File: config.mk
export PLATFORM = sky130hd
export DESIGN_NAME = opreg_top
export DESIGN_NICKNAME = d
export VERILOG_FILES = /design/src/rtl/opreg_pkg.sv /design/src/rtl/opreg_bit.sv /design/src/rtl/opreg_top.sv
export SDC_FILE = /design/constraint.sdc
export NUM_CORES = 1
export LEC_CHECK = 0
export ABC_AREA = 1
export BUFFER_PORTS_ARGS = -buffer_cell sky130_fd_sc_hd__clkbuf_2
export CAP_MARGIN = 20
export CORE_AREA = 5 5 42 44
export CTS_CLUSTER_SIZE = 14
export DETAILED_ROUTE_END_ITERATION = 12
export DIE_AREA = 0 0 47 49
export PLACE_DENSITY_LB_ADDON = 0.12
export SLEW_MARGIN = 20
export SYNTH_ARGS = -nofsm -noshare
export SYNTH_HDL_FRONTEND = slang
export SYNTH_SLANG_ARGS = --single-unit
export TNS_END_PERCENT = 1
File: constraint.sdc
create_clock -name clk -period 1.1 [get_ports clk]
set_input_delay 0.055 -clock clk [delete_from_list [all_inputs] [get_ports clk]]
set_output_delay 0.055 -clock clk [all_outputs]
set_load 0.01 [all_outputs]
File: src/rtl/opreg_pkg.sv
package opreg_pkg;
    localparam int WIDTH = 4;

    typedef enum logic [1:0] {
        OP_HOLD  = 2'b00,
        OP_INV   = 2'b01,
        OP_CLEAR = 2'b10,
        OP_LOAD  = 2'b11
    } op_e;

    typedef logic [WIDTH-1:0] word_t;

    function automatic logic sel4(input op_e o, input logic cur, input logic din);
        case (o)
            OP_HOLD:  return cur;
            OP_INV:   return ~cur;
            OP_CLEAR: return 1'b0;
            default:  return din;
        endcase
    endfunction
endpackage

File: src/rtl/opreg_bit.sv
module opreg_bit
    import opreg_pkg::*;
(
    input  logic clk,
    input  logic rst,
    input  op_e  op,
    input  logic din,
    output logic qb
);
    logic nxt;

    always_comb nxt = sel4(op, qb, din);

    always_ff @(posedge clk) begin
        if (rst) qb <= 1'b0;
        else     qb <= nxt;
    end

    assert_inv_bit_R3: assert property (@(posedge clk) disable iff (rst)
        op == OP_INV |=> qb != $past(qb));
endmodule

File: src/rtl/opreg_top.sv
module opreg_top
    import opreg_pkg::*;
(
    input  logic             clk,
    input  logic             rst,
    input  logic [1:0]       op,
    input  logic [WIDTH-1:0] d,
    output logic [WIDTH-1:0] q
);
    op_e op_dec;

    always_comb op_dec = op_e'(op);

    for (genvar i = 0; i < WIDTH; i++) begin : g_bit
        opreg_bit u_bit (
            .clk (clk),
            .rst (rst),
            .op  (op_dec),
            .din (d[i]),
            .qb  (q[i])
        );
    end

    logic past_ok;
    always_ff @(posedge clk) past_ok <= 1'b1;

    assert_reset_R1: assert property (@(posedge clk)
        past_ok && $past(rst) |-> q == '0);
    assert_hold_R2: assert property (@(posedge clk) disable iff (rst)
        op == 2'b00 |=> $stable(q));
    assert_clear_R4: assert property (@(posedge clk) disable iff (rst)
        op == 2'b10 |=> q == '0);
    assert_load_R5: assert property (@(posedge clk) disable iff (rst)
        op == 2'b11 |=> q == $past(d));
    assert_double_inv_R6: assert property (@(posedge clk) disable iff (rst)
        op == 2'b01 ##1 op == 2'b01 |=> q == $past(q, 2));
endmodule

---- Word level (Yosys, flattened, before mapping) ----
Cells that the tools add are included.
W data, S select, Z words.
storage, ports and cells
  flip-flop bits (word level) ............. 4
  input port bits ......................... 8
  word-level logic and storage cells ...... 15
cells by class
  eq/ne operators ......................... 2
  mux-type cells .......................... 4
  bitwise operators ....................... 4
  reduce and logical (&&, ||, !) cells .... 1
operators by type and width
  cell                  count
  $pmux W1 S3           4
  $not A1 Y1            4
  $eq A2 B1 Y1 const B  1
  $eq A2 B2 Y1 const B  1
  $logic_not A2 Y1      1

---- Logic depth before layout (Yosys ltp) ----
Gate-level depths: netlist of the first run.
  depth after elaboration ................. 2
  gate-level depth with buffers ........... 7

---- Hierarchy ----
From an unflattened synthesis of the first run, not the netlist that was laid out.
second synthesis, totals
  cells, all modules ...................... 60
  area total of the unflattened synthesis .. 375.4 µm²
modules (own cells, without submodules)
  module     instances  cells each  area each (µm²)  sequential area each (µm²)
  opreg_bit  4          15          93.8             20.0

---- Worst setup path after synthesis of the first run ----
Ideal clock, no wire load.
  kind .................................... input to register
  start point ............................. input op[1]
  end point ............................... register g_bit[0].u_bit.qb
  library setup time ...................... 0.117 ns
  arrival time ............................ 0.645 ns
  required time ........................... 0.983 ns
  path slack .............................. 0.338 ns
  cell stages on the path ................. 7
  path through ............................ inv_1 ha_1 inv_1 nand2_1 nand2_1 nor2_1 nor2_1
on the way
  word-level cells in the longest chain between the ends .. 2
  elaborated cells on any way between the ends .. 4
ends and longest elaborated chain
  item                                        line             text
  start: declaration                          opreg_top.sv:6   input logic [1:0] op,
  $eq A2 B2 Y1, or another cell as far along  opreg_pkg.sv:14  case (o)
  $pmux W1 S3                                 opreg_pkg.sv:14
  end signal: assignment                      opreg_bit.sv:16  else qb <= nxt;
  end: declaration                            opreg_bit.sv:8   output logic qb
Parallel ways exist; a longest one is shown, timed or not.
A chain may end at the register's enable or synchronous reset.

---- Worst setup path after layout of the first run ----
  start point ............................. register g_bit[2].u_bit.qb
  end point ............................... output q[2]
RTL lines
  item                      line             text
  start: declaration        opreg_bit.sv:8
  start signal: assignment  opreg_bit.sv:16
  end: declaration          opreg_top.sv:8   output logic [WIDTH-1:0] q
No word-level cell between the ends.

==> results of run 1 <==
## routing by layer
metal	vias up	wire [µm]	part of all wire (%)
met4	0	0	0
met2	12	198	37
met5	-	0	0
met1	92	261	48
met3	0	79	15
li1	137	-	-
## per-stage QoR
stage	total power, µW	hold WS, ns
floorplan	235	0.242
global placement	253	0.358
global route	476	0.120
CTS	447	0.107
detailed placement	254	0.360
finish	440	0.105
## layout make-up
class	count	area share, %
inverters	5	5.81
clock buffers	3	6.98
repair buffers	11	17.1
well taps	16	6.20
multi-input cells	27	39.1
flip-flops and latches	4	24.8
## synth_stat cells
cell	number	area, µm²
nand2_1	8	30.0
dfxtp_1	4	80.1
nand2_2	1	6.26
o21ai_0	4	20.0
buf_4	4	30.0
nor2_1	12	45.0
inv_1	5	18.8
ha_1	2	25.0
## worst min-delay path by stage
stage / cells after the start / endpoint / slack (ns)
after CTS: 4 / g_bit[1].u_bit.qb / 0.11
after global placement: 4 / g_bit[0].u_bit.qb / 0.36
after floorplan: 3 / g_bit[0].u_bit.qb / 0.24
after global routing: 4 / g_bit[1].u_bit.qb / 0.12
final: 4 / g_bit[1].u_bit.qb / 0.11
after detailed placement: 4 / g_bit[2].u_bit.qb / 0.36
## kinds of logic after synthesis
group	synth area share, %
AND/OR/NAND/NOR	31.9
flip-flops	31.4
adder cells (fa/ha/maj)	9.80
buffers and inverters	19.1
AO/OA/AOI/OAI	7.84
## where the power goes
| group | internal [µW] | switching [µW] | total [µW] |
|---|---|---|---|
| combinational | 35.6 | 46.3 | 81.9 |
| clock | 123 | 68.8 | 192 |
| sequential | 158 | 8.16 | 166 |
| total | 317 | 123 | 440 |
## tightest hold or removal path, stage by stage
cell and delay [ns]:
clkbuf_2 0.07, inv_1 0.05, o21ai_0 0.07, nor2_1 0.05
==> impl_metrics.yaml, run 1 <==
timing:
  min_period_ns: 0.777
  slew_viol_final: 0
  fin_ws_ns: 0.323
  tightest_slew_ns: 0.205
  fmax_ghz: 1.29
  timing.final.crit_share_pct: 70.6
  final_hold_viol_count: 0
  setup_viol: 0
  relSlewSlack_pct: 86.3
  fin_tns_setup_ns: 0
  final.setup_skew_ns: 0
  rsz0062_at_grt: "false"
placement:
  numPortBuffers: 11
  globalplace.congestion: 0.630
  dpl.cell_count: 63
  pre_cts_ws_ns: 0.174
  hpwl_um: 457
  dpl_cell_area_um2: 300
floorplanning:
  core_area_um2: 1400
  die_h_um: 49
  rows: 14
  die_w_um: 47
  die_area_um2: 2300
  start_util_pct: 18.2
  num_io_pins: 12
critical_path:
  cp.arrival_ns: 0.72
  r2r_end: "g_bit[2].u_bit.qb"
  crit_buf_inv: 1
  worstPathCellList: "clkbuf_2"
  crit_path_end_kind: "primary output"
  worstSetupPathDepth: 1
  start_kind: "flop"
  slowest_delay_ns: 0.34
  r2r_setup_slack_ns: 0.45
  worstPathRequired_ns: 1.04
  reg2regPathDepth: 2
  crit_family: "flip-flops"
  startpoint: "g_bit[2].u_bit.qb"
  critPathCapture: "q[2]"
  worstPathMaxFanout: 3
  crit-reg2reg-launch: "g_bit[2].u_bit.qb"
  cpMaxStageDelayCell: "dfxtp_1"
  crit_type: "reg -> out"
synthesis:
  syn_nets: 50
  syn_area_um2: 255
  ys_seq_elements: 4
  syn-mean-instance-area_um2: 6.38
  ys_types: 8
  yosys_warnings: 0
  ys_seq_area_share_pct: 31.4
  syn_inst: 40
final_layout:
  layout.cells.non_filler: 66
  largest_register_ffs: 4
  final_util_pct: 23.0
  mostFrequentLayoutCell: "nor2_1"
  largest_register: "g_bit.u_bit.qb"
  final_cell_mix: "nor2_1, clkbuf_2, nand2_1"
  seq_area_um2: 80.1
  top_regs: "g_bit.u_bit.qb (4)"
  fin_nets: 62
  multi_input_area_um2: 126
  stdcell_area_um2: 323
  drive_above_1_share_pct: 30.0
  synthToLayoutAreaGrowth_pct: 26.5
  nFillCells: 175
  antennaDiodeCount: 0
clock_network:
  cts_buffers: 3
  clk_pin_slew_ns: 0.05
  clockBufferDepth: 2
  cts_root_buffer: "clkbuf_4"
  postCtsSetupBuffers: 0
  clock-sinks: 4
  post_cts_resized: 0
  h-tree-depth: 1
  cts_tree: "built"
  clock_latency_ns: 0.23
  hold_buffers: 0
grt:
  overflow: 0
  grt_busiest_layer: "met1"
  antenna_found_initial: 0
  grt_start_max_net_pins: 9
  grt_pass1_wl_um: 848
  grt_pass1_vias: 213
  grt_use_met2_pct: 5.20
  grtUsageMet3_pct: 3.69
  grt_use_met1_pct: 7.66
  grt_usage_pct: 5.41
route:
  avgViaCountPerCell: 3.65
  drt-initial-drc-count: 5
  first_pass_iters: 4
  ant_nets: 0
  drt-total-wl_um: 539
  via_count: 241
  wl_per_cell_um: 8.17
  drcViolationCount: 0
power_and_ir_drop:
  vdd_drop_max_mv: 0.265
  power_density_nw_per_um2: 1360
  p_leak_uw: 0.000195
run:
  drv_cap: 0
worst_hold_path:
  min_path_type: "in -> reg"
  min_from: "rst"
status:
  outcome: "finished, final reports clean"
(Power assumes the default switching activity.)
==> run 2: changes to the inputs <==
==> constraint.sdc (replaced) <==
create_clock -name clk -period 0.8 [get_ports clk]
set_input_delay 0.04 -clock clk [delete_from_list [all_inputs] [get_ports clk]]
set_output_delay 0.04 -clock clk [all_outputs]
set_load 0.01 [all_outputs]
==> run 2 against run 1 <==
Wire length increased by 0.56%. Clock skew is the same. Critical path depth did not move. Critical path type unchanged. Die area unchanged. First-iteration DRC count is the same. Power increased by 41%. Final cell count increased by 3.0%. Design area increased by 5.4%. Largest power group unchanged. Via count decreased by 2.1%. Core utilization is 1.2 points higher. Worst hold slack got worse by 0.031 ns.
==> impl_metrics.yaml, run 2 (synthesis results as in run 1) <==
status:
  outcome: "finished, final reports clean"
final_layout:
  final_cell_mix: "nor2_1, clkbuf_2, nand2_1"
  largest_register_ffs: 4
  stdcell_area_um2: 340
  top_regs: "g_bit.u_bit.qb (4)"
  antennaDiodeCount: 0
  largest_register: "g_bit.u_bit.qb"
  drive_above_1_share_pct: 36.5
  final_util_pct: 24.3
  synthToLayoutAreaGrowth_pct: 33.3
  nFillCells: 167
  mostFrequentLayoutCell: "nor2_1"
  fin_nets: 64
floorplanning:
  die_area_um2: 2300
  die_h_um: 49
  die_w_um: 47
  core_area_um2: 1400
  start_util_pct: 18.2
  rows: 14
  num_io_pins: 12
power_and_ir_drop:
  power_switching_uw: 175
  combPwrFrac_pct: 19.4
  p_leak_uw: 0.000205
  internal-power_uw: 443
  power.share.switching_pct: 28.3
  pwr-share-seq_pct: 37.3
  vdd_drop_max_mv: 0.411
  total_power_uw: 619
  p_clk_share_pct: 43.4
  power_density_nw_per_um2: 1820
clock_network:
  post_cts_resized: 0
  cts_buffers: 3
  cts_root_buffer: "clkbuf_4"
  clockBufferDepth: 2
  clock_latency_ns: 0.23
  hold_buffers: 0
  cts_tree: "built"
  clock-sinks: 4
  postCtsSetupBuffers: 0
  h-tree-depth: 1
  clk_pin_slew_ns: 0.05
timing:
  relSlewSlack_pct: 86.9
  fin_ws_ns: 0.0429
  final_hold_viol_count: 0
  min_period_ns: 0.757
  setup_viol: 0
  timing.final.crit_share_pct: 94.6
  slew_viol_final: 0
  rsz0062_at_grt: "false"
  tightest_slew_ns: 0.196
  fin_tns_setup_ns: 0
  fmax_ghz: 1.32
  final.setup_skew_ns: 0
grt:
  grt_start_max_net_pins: 9
  grt_pass1_vias: 210
  grt_usage_pct: 5.63
  grt_pass1_wl_um: 848
  overflow: 0
  antenna_found_initial: 0
critical_path:
  critPathCapture: "q[1]"
  crit-reg2reg-launch: "g_bit[1].u_bit.qb"
  crit_type: "reg -> out"
  worstSetupPathDepth: 1
  startpoint: "g_bit[1].u_bit.qb"
  crit_path_end_kind: "primary output"
  cp.arrival_ns: 0.72
  worstPathMaxFanout: 3
  r2r_setup_slack_ns: 0.15
  worstPathRequired_ns: 0.76
  start_kind: "flop"
  reg2regPathDepth: 2
  r2r_end: "g_bit[1].u_bit.qb"
  slowest_delay_ns: 0.33
  cpMaxStageDelayCell: "dfxtp_1"
  worstPathCellList: "clkbuf_2"
  crit_family: "flip-flops"
  crit_buf_inv: 1
route:
  drt-initial-drc-count: 5
  via_count: 236
  drcViolationCount: 0
  ant_nets: 0
  drt-total-wl_um: 542
  wl_per_cell_um: 7.97
  avgViaCountPerCell: 3.47
  first_pass_iters: 4
placement:
  numPortBuffers: 11
  dpl_cell_area_um2: 315
  globalplace.congestion: 0.595
  hpwl_um: 447
  pre_cts_ws_ns: -0.116
run:
  drv_cap: 0
worst_hold_path:
  min_path_type: "in -> reg"
run 2: changes by cell type in the layout (fill, tap and decap cells not counted), sizes merged:
cell,change
buf,+2
run 2: how the worst min path moves through the flow:
| stage | end | start | slack, ns | cells after the start |
|---|---|---|---|---|
| global placement | g_bit[2].u_bit.qb | rst | 0.34 | 4 |
| global route | g_bit[1].u_bit.qb | rst | 0.11 | 4 |
| floorplan | g_bit[0].u_bit.qb | rst | 0.23 | 3 |
| CTS | g_bit[2].u_bit.qb | rst | 0.09 | 4 |
| detailed placement | g_bit[2].u_bit.qb | rst | 0.34 | 4 |
| finish | g_bit[2].u_bit.qb | rst | 0.07 | 4 |
run 2: layout make-up:
cell class                      count  area, µm²  area share (%)
Inverter                            5       18.8            5.51
Multi-Input combinational cell     27        126            37.1
Timing Repair Buffer               13       70.1            20.6
Sequential cell                     4       82.6            24.3
Clock buffer                        3       22.5            6.62
Tap cell                           16       20.0            5.88
run 2: power groups by stage:
stage / clock, µW / combinational, µW / sequential, µW
floorplan: 0 / 93.5 / 230
global placement: 0 / 123 / 233
detailed placement: 0 / 123 / 233
CTS: 266 / 123 / 230
global route: 306 / 141 / 233
finish: 268 / 120 / 231
run 2: layer usage:
metal	global-route usage (%)	up-vias	share of wire, %
met5	0	-	0
met4	4.15	0	0
met3	5.17	0	16
met2	5.66	12	35
met1	7.02	83	50
li1	-	141	-
run 2: metrics by stage:
stage | hold slack [ns] | std cells
3_5_place_dp | 0.342 | 65
5_1_grt | 0.107 | 68
3_3_place_gp | 0.342 | 65
4_1_cts | 0.0903 | 68
6_report | 0.0747 | 68
2_1_floorplan | 0.227 | 40
==> run 3: changes to the inputs <==
--- a/config.mk
+++ b/config.mk
@@ -5,7 +5,6 @@
 export SDC_FILE = /design/constraint.sdc
 export NUM_CORES = 1
 export LEC_CHECK = 0
-export ABC_AREA = 1
 export BUFFER_PORTS_ARGS = -buffer_cell sky130_fd_sc_hd__clkbuf_2
 export CAP_MARGIN = 20
 export CORE_AREA = 5 5 42 44
==> run 3 against run 2 <==
The run now ends with setup timing left. Synthesized cell count fell by 28%. Die area did not move. Sequential cell count stayed put. Global-route usage grew 0.42 points. Non-clock buffer count unchanged. Design area up 7.4%. Wire length increased by 17%. Critical endpoint is now g_bit[1].u_bit.qb. Largest power group unchanged.
==> impl_metrics.yaml, run 3 <==
final_layout:
  mostFrequentLayoutCell: "clkbuf_2"
  layout.cells.non_filler: 57
  top_regs: "g_bit.u_bit.qb (4)"
  synthToLayoutAreaGrowth_pct: 39.7
  final_cell_mix: "clkbuf_2, nand3b_1, nand2b_1, nor2b_1"
  antennaDiodeCount: 0
  drive_above_1_share_pct: 48.8
  fin_nets: 53
  largest_register: "g_bit.u_bit.qb"
  largest_register_ffs: 4
timing:
  tightest_slew_ns: 0.208
  fmax_ghz: 1.21
  timing.final.crit_share_pct: 103
  min_period_ns: 0.825
  relSlewSlack_pct: 86.0
  fin_ws_ns: -0.0254
  setup_viol: 3
  rsz0062_at_grt: "true"
  final.setup_skew_ns: 0
  fin_tns_setup_ns: -0.0618
  hold_ws_ns: 0.0298
  slew_viol_final: 0
  final_hold_viol_count: 0
synthesis:
  ys_seq_area_share_pct: 30.6
  ys_types: 8
  syn_area_um2: 262
  synth_async_sr_flop_share_pct: 0
  synth.largest_area_cell: "dfxtp_1"
  ys.flop_type: "dfxtp_1"
  syn_inst: 29
  synth_edf_count: 0
  ys_seq_elements: 4
  syn-mean-instance-area_um2: 9.02
  synthTopCellsByArea: "dfxtp_1, a311oi_1, buf_4, nand3b_1, ha_1"
  syn_nets: 39
  yosys_warnings: 0
  yosys.area.top_type_share_pct: 30.6
clock_network:
  cts_tree: "built"
  clock_latency_ns: 0.24
  cts_root_buffer: "clkbuf_4"
  cts_buffers: 3
  postCtsSetupBuffers: 0
  clock-sinks: 4
  h-tree-depth: 1
  clk_pin_slew_ns: 0.04
  clockBufferDepth: 2
  hold_buffers: 0
grt:
  grt_pass1_vias: 231
  grt_usage_pct: 6.05
  grt_start_max_net_pins: 9
  overflow: 0
  antenna_found_initial: 0
  grt_pass1_wl_um: 966
power_and_ir_drop:
  power.share.switching_pct: 25.7
  total_power_uw: 628
  p_clk_share_pct: 40.7
  pwr-share-seq_pct: 36.8
  power_density_nw_per_um2: 1720
  vdd_drop_max_mv: 0.771
  internal-power_uw: 467
  power_switching_uw: 161
  combPwrFrac_pct: 22.6
  p_leak_uw: 0.000165
route:
  drt-initial-drc-count: 3
  ant_nets: 0
  via_count: 238
  first_pass_iters: 2
  drcViolationCount: 0
  wl_per_cell_um: 11.1
  avgViaCountPerCell: 4.18
  drt-total-wl_um: 634
critical_path:
  start_kind: "flop"
  r2r_end: "g_bit[1].u_bit.qb"
  critPathCapture: "g_bit[1].u_bit.qb"
  worstPathRequired_ns: 0.94
  r2r_setup_slack_ns: -0.03
  crit-reg2reg-launch: "g_bit[1].u_bit.qb"
  crit_path_end_kind: "flop"
  reg2regPathDepth: 2
  worstPathMaxFanout: 3
  startpoint: "g_bit[1].u_bit.qb"
  crit_type: "reg -> reg"
  cp.arrival_ns: 0.96
floorplanning:
  rows: 14
  die_area_um2: 2300
  start_util_pct: 18.7
  core_area_um2: 1400
  die_w_um: 47
  num_io_pins: 12
  die_h_um: 49
worst_hold_path:
  min_path_type: "in -> reg"
placement:
  pre_cts_ws_ns: -0.198
  dpl.cell_count: 54
  globalplace.congestion: 0.580
  numPortBuffers: 11
status:
  violations: "setup timing"
  outcome: "complete, but fails checks"
run:
  drv_cap: 0
## run 3: cell types whose count changed in the layout (fill, tap and decap cells not counted), moves of 2 or more
| cell | change |
|---|---|
| nor2_1 | -12 |
| nand2_1 | -8 |
| nand2b_1 | +4 |
| nand3b_1 | +4 |
| nor2b_1 | +4 |
| o21ai_0 | -4 |
| a311oi_1 | +3 |
| inv_1 | -2 |
## run 3: logic make-up after synthesis
| logic type | synth area share (%) |
|---|---|
| buf+inv | 15.8 |
| simple gates | 30.6 |
| flops | 30.6 |
| compound gates | 13.4 |
| fa+ha+maj | 9.57 |
## run 3: power groups by stage
stage               Clock (µW)  Combinational, µW  Sequential, µW
floorplan                    0                101             229
global placement             0                136             231
detailed placement           0                140             232
CTS                        270                145             229
global route               283                156             233
finish                     255                142             231
## run 3: how the worst min path moves through the flow
stage | cells after the start | slack [ns] | end | startpoint
final | 2 | 0.03 | g_bit[0].u_bit.qb | rst
after global routing | 2 | 0.04 | g_bit[1].u_bit.qb | rst
after CTS | 2 | 0.04 | g_bit[0].u_bit.qb | rst
after detailed placement | 2 | 0.28 | g_bit[0].u_bit.qb | rst
after global placement | 2 | 0.27 | g_bit[0].u_bit.qb | rst
after floorplan | 1 | 0.11 | g_bit[0].u_bit.qb | rst
## run 3: metrics by stage
stage,cell area (µm²),utilization [%]
6_report,365,26.1
5_1_grt,365,26.1
4_1_cts,363,25.9
3_5_place_dp,334,23.8
3_3_place_gp,334,23.8
2_1_floorplan,274,-
## run 3: timing repair
action | 4_1_cts | 5_1_grt
resized for setup | 1 | 2
setup endpoints to repair | 5 | 6
hold endpoints to repair | 0 | 0
## run 3: final cells by class
class	instances	area (µm²)
fill	174	1040
multi-input combinational	18	159
timing repair buffer	13	70.1
clock buffer	3	22.5
tap	16	20.0
sequential	4	82.6
inverter	3	11.3
## run 3: critical path: stages (launching register included)
cell and delay [ns]:
dfxtp_2 0.31, nand3b_1 0.16, a311oi_2 0.25
## run 3: layer usage
layer  vias up  wire length (µm)  GRT usage, %
met5         -                 0             0
met4         0                 0          1.38
met3         0                76          5.54
met2        10               266          7.47
met1       103               290          7.68
li1        125                 -             -
